**config.mk**
```make
export PLATFORM = sky130hd
export DESIGN_NAME = exc_entry_seq
export DESIGN_NICKNAME = d
export VERILOG_FILES = /design/src/rtl/exc_entry_seq.sv
export SDC_FILE = /design/constraint.sdc
export NUM_CORES = 1
export LEC_CHECK = 0
export ABC_AREA = 1
export BUFFER_PORTS_ARGS = -buffer_cell sky130_fd_sc_hd__buf_2
export CORE_ASPECT_RATIO = 0.8
export CORE_UTILIZATION = 51
export CTS_CLUSTER_DIAMETER = 100
export DETAILED_ROUTE_END_ITERATION = 10
export HOLD_SLACK_MARGIN = 0.06
export PLACE_DENSITY = 0.86
export RECOVER_POWER = 25
export SLEW_MARGIN = 40
export SYNTH_ARGS = -nofsm -noshare
export SYNTH_HDL_FRONTEND = slang
export SYNTH_SLANG_ARGS = --single-unit
```
**constraint.sdc**
```tcl
create_clock -name clk -period 1.9 [get_ports clk]
set_clock_uncertainty 0.2 [all_clocks]
set_input_delay 0.285 -clock clk [delete_from_list [all_inputs] [get_ports clk]]
set_output_delay 0.285 -clock clk [all_outputs]
set_load 0.05 [all_outputs]
```
**src/rtl/exc_entry_seq.sv**
```systemverilog
module exc_entry_seq #(
  parameter int          DW       = 32,
  parameter int          RF_AW    = 5,
  parameter int          CW       = 5,
  parameter logic [31:0] GEN_VEC  = 32'h1000_0020,
  parameter logic [31:0] FAST_VEC = 32'h1000_0100,
  parameter int          EA_IDX   = 29,
  parameter int          BA_IDX   = 30
) (
  input  logic             clk,
  input  logic             rst_n,
  input  logic             exc_req,
  input  logic [CW-1:0]    exc_cause,
  input  logic [DW-1:0]    cur_pc,
  input  logic [DW-1:0]    cur_status,
  input  logic             mmu_present,
  output logic             entry_vld,
  output logic [DW-1:0]    pc_o,
  output logic [DW-1:0]    status_o,
  output logic             rf_we,
  output logic [RF_AW-1:0] rf_waddr,
  output logic [DW-1:0]    rf_wdata,
  output logic [DW-1:0]    estatus_o,
  output logic [DW-1:0]    bstatus_o,
  output logic [DW-1:0]    exccause_o,
  output logic [DW-1:0]    tlbmisc_o
);

  localparam int ST_PIE = 0;
  localparam int ST_U   = 1;
  localparam int ST_EH  = 2;
  localparam int RS_W   = 6;
  localparam int CRS_LO = 4;
  localparam int PRS_LO = CRS_LO + RS_W;
  localparam int CAUSE_LO = 2;

  localparam logic [DW-1:0] TM_D    = DW'(1) << 0;
  localparam logic [DW-1:0] TM_PERM = DW'(1) << 1;
  localparam logic [DW-1:0] TM_BAD  = DW'(1) << 2;
  localparam logic [DW-1:0] TM_DBL  = DW'(1) << 3;
  localparam logic [DW-1:0] TM_WE   = DW'(1) << 4;
  localparam logic [DW-1:0] TM_CLR  = TM_D | TM_PERM | TM_BAD | TM_DBL;

  localparam logic [CW-1:0] C_BRK     = CW'(7);
  localparam logic [CW-1:0] C_MIS_D   = CW'(8);
  localparam logic [CW-1:0] C_MIS_DST = CW'(9);
  localparam logic [CW-1:0] C_SUP_I   = CW'(12);
  localparam logic [CW-1:0] C_SUP_D   = CW'(13);
  localparam logic [CW-1:0] C_MISS_I  = CW'(14);
  localparam logic [CW-1:0] C_MISS_D  = CW'(15);
  localparam logic [CW-1:0] C_PERM_X  = CW'(16);
  localparam logic [CW-1:0] C_PERM_R  = CW'(17);
  localparam logic [CW-1:0] C_PERM_W  = CW'(18);

  logic          eh, is_brk, is_miss;
  logic [DW-1:0] flags, st_new, tm_next, ret_addr;

  assign eh       = cur_status[ST_EH];
  assign is_brk   = exc_cause == C_BRK;
  assign is_miss  = (exc_cause == C_MISS_I) || (exc_cause == C_MISS_D);
  assign ret_addr = cur_pc + DW'(4);

  always_comb begin
    flags = '0;
    case (exc_cause)
      C_MISS_D:            flags = TM_D | TM_WE;
      C_MISS_I:            flags = TM_WE;
      C_PERM_R, C_PERM_W:  flags = TM_D | TM_PERM | (eh ? '0 : TM_WE);
      C_PERM_X:            flags = TM_PERM | (eh ? '0 : TM_WE);
      C_SUP_D, C_MIS_D:    flags = TM_D | TM_BAD;
      C_SUP_I, C_MIS_DST:  flags = TM_BAD;
      default:             flags = '0;
    endcase
  end

  always_comb begin
    st_new = cur_status;
    st_new[CRS_LO +: RS_W] = '0;
    st_new[ST_PIE] = 1'b0;
    st_new[ST_U]   = 1'b0;
    if (!eh) begin
      st_new[PRS_LO +: RS_W] = cur_status[CRS_LO +: RS_W];
      if (mmu_present) st_new[ST_EH] = 1'b1;
    end
  end

  always_comb begin
    tm_next = tlbmisc_o;
    if (is_miss && eh)
      tm_next = (tlbmisc_o & ~(TM_D | TM_PERM | TM_BAD)) | TM_DBL
                | ((exc_cause == C_MISS_D) ? TM_D : '0);
    else if (!eh && mmu_present)
      tm_next = (tlbmisc_o & ~TM_CLR) | flags;
  end

  always_ff @(posedge clk or negedge rst_n) begin
    if (!rst_n) begin
      entry_vld  <= 1'b0;
      pc_o       <= '0;
      status_o   <= '0;
      rf_we      <= 1'b0;
      rf_waddr   <= '0;
      rf_wdata   <= '0;
      estatus_o  <= '0;
      bstatus_o  <= '0;
      exccause_o <= '0;
      tlbmisc_o  <= '0;
    end else begin
      entry_vld <= exc_req;
      rf_we     <= exc_req && !eh;
      if (exc_req) begin
        pc_o      <= (is_miss && !eh) ? FAST_VEC : GEN_VEC;
        status_o  <= st_new;
        rf_waddr  <= is_brk ? RF_AW'(BA_IDX) : RF_AW'(EA_IDX);
        rf_wdata  <= ret_addr;
        tlbmisc_o <= tm_next;
        if (!eh) begin
          if (is_brk) bstatus_o <= cur_status;
          else        estatus_o <= cur_status;
        end
        if (!is_brk) exccause_o <= DW'(exc_cause) << CAUSE_LO;
      end
    end
  end

  AST_ENTRY_PULSE: assert property (@(posedge clk) disable iff (!rst_n)
    entry_vld |-> $past(exc_req));
  AST_RA_NEXT: assert property (@(posedge clk) disable iff (!rst_n)
    exc_req && !cur_status[ST_EH] |=> rf_we && rf_wdata == $past(cur_pc) + DW'(4));
  AST_NO_RF_EH: assert property (@(posedge clk) disable iff (!rst_n)
    exc_req && cur_status[ST_EH] |=> !rf_we);
  AST_STATUS_CLR: assert property (@(posedge clk) disable iff (!rst_n)
    entry_vld |-> status_o[CRS_LO +: RS_W] == '0 && !status_o[ST_PIE] && !status_o[ST_U]);
  AST_SAVE_HOLD: assert property (@(posedge clk) disable iff (!rst_n)
    exc_req && cur_status[ST_EH] |=> $stable(estatus_o) && $stable(bstatus_o));
  AST_BRK_CAUSE: assert property (@(posedge clk) disable iff (!rst_n)
    exc_req && exc_cause == C_BRK |=> $stable(exccause_o));
  AST_FAST_TARGET: assert property (@(posedge clk) disable iff (!rst_n)
    exc_req && is_miss && !cur_status[ST_EH] |=> pc_o == FAST_VEC);
  AST_DBL_SET: assert property (@(posedge clk) disable iff (!rst_n)
    exc_req && is_miss && cur_status[ST_EH] |=> tlbmisc_o[3] && pc_o == GEN_VEC);
  AST_EH_KEEP_TM: assert property (@(posedge clk) disable iff (!rst_n)
    exc_req && !is_miss && cur_status[ST_EH] |=> $stable(tlbmisc_o));

endmodule

```
==> summary.md <==
| Metric | Value |
|---|---|
| Total gr overflow | `0` |
| Main combinational cell family by area after synthesis | `simple AND/OR/NAND/NOR gates` |
| Number of global-route vias before repair | `5875` |
| Gate power share | `28.9%` |
| M2 GR Usage | `44.48%` |
| Crit path DAT | `1960 ps` |
| CP max stage delay | `530 ps` |
| Slew @ Worst Pin | `1020 ps` |
| H-Tree Level Count | `4` |
| Non-Filler Instances | `1282` |
| Sink Count | `135` |
| Number of distinct library cells after synthesis | `31` |
| Int Pwr | `0.005639 W` |
| Die Y | `105.0 um` |
| # setup viols final | `0` |
| Die area | `13730 um^2` |
| Leak | `4.746 nW` |
| Final Cell Area | `8935 um^2` |
| Class of the worst hold path | `primary input to flip-flop` |
| DRT iter0 DRCs | `404` |
| Wire per inst | `14.25 um` |
| Cell mode on critical path | `nand2_1` |
| Achievable frequency | `542.0 MHz` |
| Switching Share | `40.07%` |
| Area Overhead vs Synth | `32.09%` |
| Slew margin rel. | `31.98%` |
| Setup bufs post-CTS | `0` |
| CP top delay family | `buffers and inverters` |
| CP bufs+invs | `3` |
| Post-Syn Instances | `812` |
| Clk pwr share | `35.2%` |
| Crit Path Class | `primary input to flip-flop` |
| Port bufs | `210` |
| Synth Area in XOR/XNOR | `1.165%` |
| Gr usage total | `27.33%` |
| Status | `finished, final reports clean` |
| Fin nets | `1168` |
| Final hold violations | `0` |
| DRC violations left | `0` |
| Post-synthesis compound-gate area fraction | `9.711%` |
| Final count of pins violating max slew | `0` |
| Crit path max-delay cell type | `dlygate4sd3_1` |
| GPL Wtd Cong | `0.8971` |
| Area of the multi-input gates | `2635 um^2` |
| Routed vias/inst | `4.828` |
| Seq pwr share | `35.9%` |
| Layout cells sized above 1 | `26.92%` |
| Hpwl dp | `12.11 mm` |
| Total net switching power | `0.003770 W` |
| Initial Util | `52.37%` |
| Dpl cell area | `7636 um^2` |
| Synth Area in Adders | `0.1850%` |
| # IOs | `304` |
| Design Power | `0.009409 W` |
| DR pass1 iterations | `6` |
| First-pass GRT wire length | `28.81 mm` |
| Fillers | `951` |
| Die width | `130.8 um` |
| Antenna cells | `0` |
| Worst Slack Setup Final | `55.13 ps` |
| Final period utilization | `97.10%` |
| FP Rows | `37` |
| Worst Setup End Kind | `flip-flop` |
| Worst-path fanout max | `6` |
| Warnings from Yosys | `0` |
| CTS max path bufs | `2` |
| CTS tree | `yes` |
| Vias | `6189` |
| Initial antenna violation count | `0` |
| Post-Synth Simple-Gate Area | `22.36%` |
| Clock transition at the registers of the reported paths | `70 ps` |
| Clock Latency Late Sink | `420 ps` |
| RSZ-0062 raised after global routing | `true` |
| Clock root buffer | `clkbuf_16` |
| Final WL | `18.27 mm` |
| Worst VDD drop | `0.6318 mV` |
| Mux contribution to synthesized area | `0%` |
| DP Worst Slack | `108.1 ps` |
| CTS Buf Count | `17` |
| PD cells | `1053 nW/um^2` |
| Largest net degree at the start of global routing | `78` |
| Area of the mapped netlist | `6764 um^2` |
| Max cap viols | `0` |
| Seq cells post-synth | `135` |
| Hold slack | `61.18 ps` |
| Met3 GRT Util | `6.349%` |
| DP Cell Count | `1180` |
| Reg area | `3378 um^2` |
| Core box area | `12920 um^2` |
| Crit start category | `primary input` |
| Worst path cell trace | `dlygate4sd3_1 -> clkbuf_4 -> ha_2 -> nand2_1 -> nor2_2 -> nand2_1 -> inv_1 -> nand2_1 -> nand2_1 -> nand2_1 -> nand2_1 -> nand2_1` |
| Met1 Track Usage GR | `33.96%` |
| WP data required | `2010 ps` |
| Post-DRT Antenna Nets | `0` |
| Tmin final | `1845 ps` |
| Synthesized area per cell | `8.330 um^2` |
| Sequential share of the synthesized area | `49.94%` |
| Gr busiest metal | `met2` |
## flip-flops by register name, indices dropped and copies added, names as in the netlist
| signal | cells |
|---|---|
| rf_waddr | 3 |
| rf_we | 1 |
| estatus_o | 31 |
| status_o | 24 |
| rf_wdata | 32 |
| pc_o | 2 |
| bstatus_o | 31 |
| tlbmisc_o | 5 |
| exccause_o | 5 |
| entry_vld | 1 |
## cell usage in the layout (no fill, tap or decap), types with 3 or more instances in the layout
| cell type | netlist | layout |
|---|---|---|
| buf_4 | 99 | 8 |
| xnor2_1 | 3 | 3 |
| conb_1 | 1 | 93 |
| o21ai_0 | 63 | 63 |
| clkbuf_16 | 0 | 17 |
| nor2_1 | 63 | 59 |
| a21oi_1 | 5 | 5 |
| nand3_1 | 20 | 20 |
| dfrtp_1 | 135 | 135 |
| nor2_4 | 3 | 5 |
| inv_6 | 0 | 6 |
| dlygate4sd3_1 | 0 | 70 |
| a31oi_1 | 6 | 6 |
| o21bai_1 | 4 | 4 |
| nand2_1 | 261 | 260 |
| o21ai_2 | 15 | 15 |
| nand3_2 | 5 | 5 |
| o21ai_1 | 22 | 22 |
| nand4_1 | 5 | 5 |
| inv_1 | 54 | 54 |
| xor2_1 | 6 | 6 |
| inv_8 | 0 | 5 |
| nand2_2 | 4 | 5 |
| buf_2 | 9 | 208 |
| clkbuf_2 | 0 | 3 |
| nor2_2 | 5 | 7 |
## cell families after synthesis
family	after synthesis
AOI/OAI and AO/OA	116
and+or+nand+nor	370
xor gates and xnor gates	9
other	1
buffers and inverters	180
adders and majority gates	1
DFF	135
## path summary, 6_finish.rpt
| check | startpoint | slack (ps) | end | cells past startpoint |
|---|---|---|---|---|
| min reg2reg | rf_wdata[1] | 270 | rf_wdata[1] | 2 |
| min | cur_pc[20] | 60 | rf_wdata[20] | 4 |
| max reg2reg | rf_waddr[3] | 880 | rf_waddr[3] | 1 |
| max | cur_pc[2] | 60 | rf_wdata[26] | 12 |
| max in group asynchronous | rst_n | 230 | status_o[11] | 3 |
| min in group asynchronous | rst_n | 380 | exccause_o[4] | 2 |
## power by group through the flow
| stage | sequential (W) | combinational (W) | clock [W] |
|---|---|---|---|
| 3_3_place_gp | 0.00340 | 0.00256 | 0 |
| 3_5_place_dp | 0.00341 | 0.00260 | 0 |
| 5_1_grt | 0.00341 | 0.00287 | 0.00351 |
| 4_1_cts | 0.00336 | 0.00271 | 0.00336 |
| 2_1_floorplan | 0.00452 | 0.000976 | 0 |
| 6_report | 0.00337 | 0.00272 | 0.00331 |
## repair_timing
action,4_1_cts,5_1_grt
endpoints found under the setup margin,0,15
resized for setup,0,11
hold buffers,70,0
hold endpoints to repair,258,0
## metrics by stage
stage	setup TNS [ps]	utilization, %
finish	0	69.18
global route	-210.1	69.18
CTS	0	69.17
detailed placement	0	59.12
global placement	0	59.12
floorplan	0	-
## area by class of cell
class,count,share of cell area (%)
repair buffers,294,21.12
multi-input cells,589,29.49
well taps,175,2.451
inverters,57,2.451
clock buffers,17,4.761
flip-flops and latches,135,37.81
clock inverters,15,1.918
## Yosys cell counts
master | instances | share of area, %
a31oi_1 | 6 | 0.55
a21oi_1 | 5 | 0.37
nor2_4 | 3 | 0.50
clkbuf_1 | 7 | 0.39
nor3_1 | 1 | 0.074
inv_2 | 2 | 0.11
buf_2 | 9 | 0.67
conb_1 | 1 | 0.055
or2_0 | 1 | 0.093
o21ai_0 | 63 | 4.7
nand2_2 | 4 | 0.37
nand2_1 | 261 | 14
nand3_2 | 5 | 0.74
nand4_1 | 5 | 0.46
nor2_1 | 63 | 3.5
xnor2_1 | 3 | 0.39
o21bai_1 | 4 | 0.44
or2_2 | 1 | 0.093
nor2_2 | 5 | 0.46
o21a_1 | 1 | 0.11
ha_1 | 1 | 0.18
buf_6 | 8 | 1.3
o21ai_2 | 15 | 1.9
xor2_1 | 6 | 0.78
inv_4 | 1 | 0.093
nand3_1 | 20 | 1.5
o21ai_1 | 22 | 1.6
nand3b_1 | 1 | 0.11
buf_4 | 99 | 11
inv_1 | 54 | 3.0
dfrtp_1 | 135 | 50
## layer usage
| layer | wire length, um | up-vias |
|---|---|---|
| met3 | 1487 | 44 |
| met4 | 510 | 0 |
| met2 | 9029 | 344 |
| met1 | 7243 | 2855 |
| li1 | - | 2946 |
| met5 | 0 | - |
## worst min-delay path: cells and delay by family
kind | cells | cell delay [ps]
buf+inv | 2 | 160
simple gates | 1 | 100
compound gates | 1 | 90
Note: power is estimated with default switching activity, not from simulation.
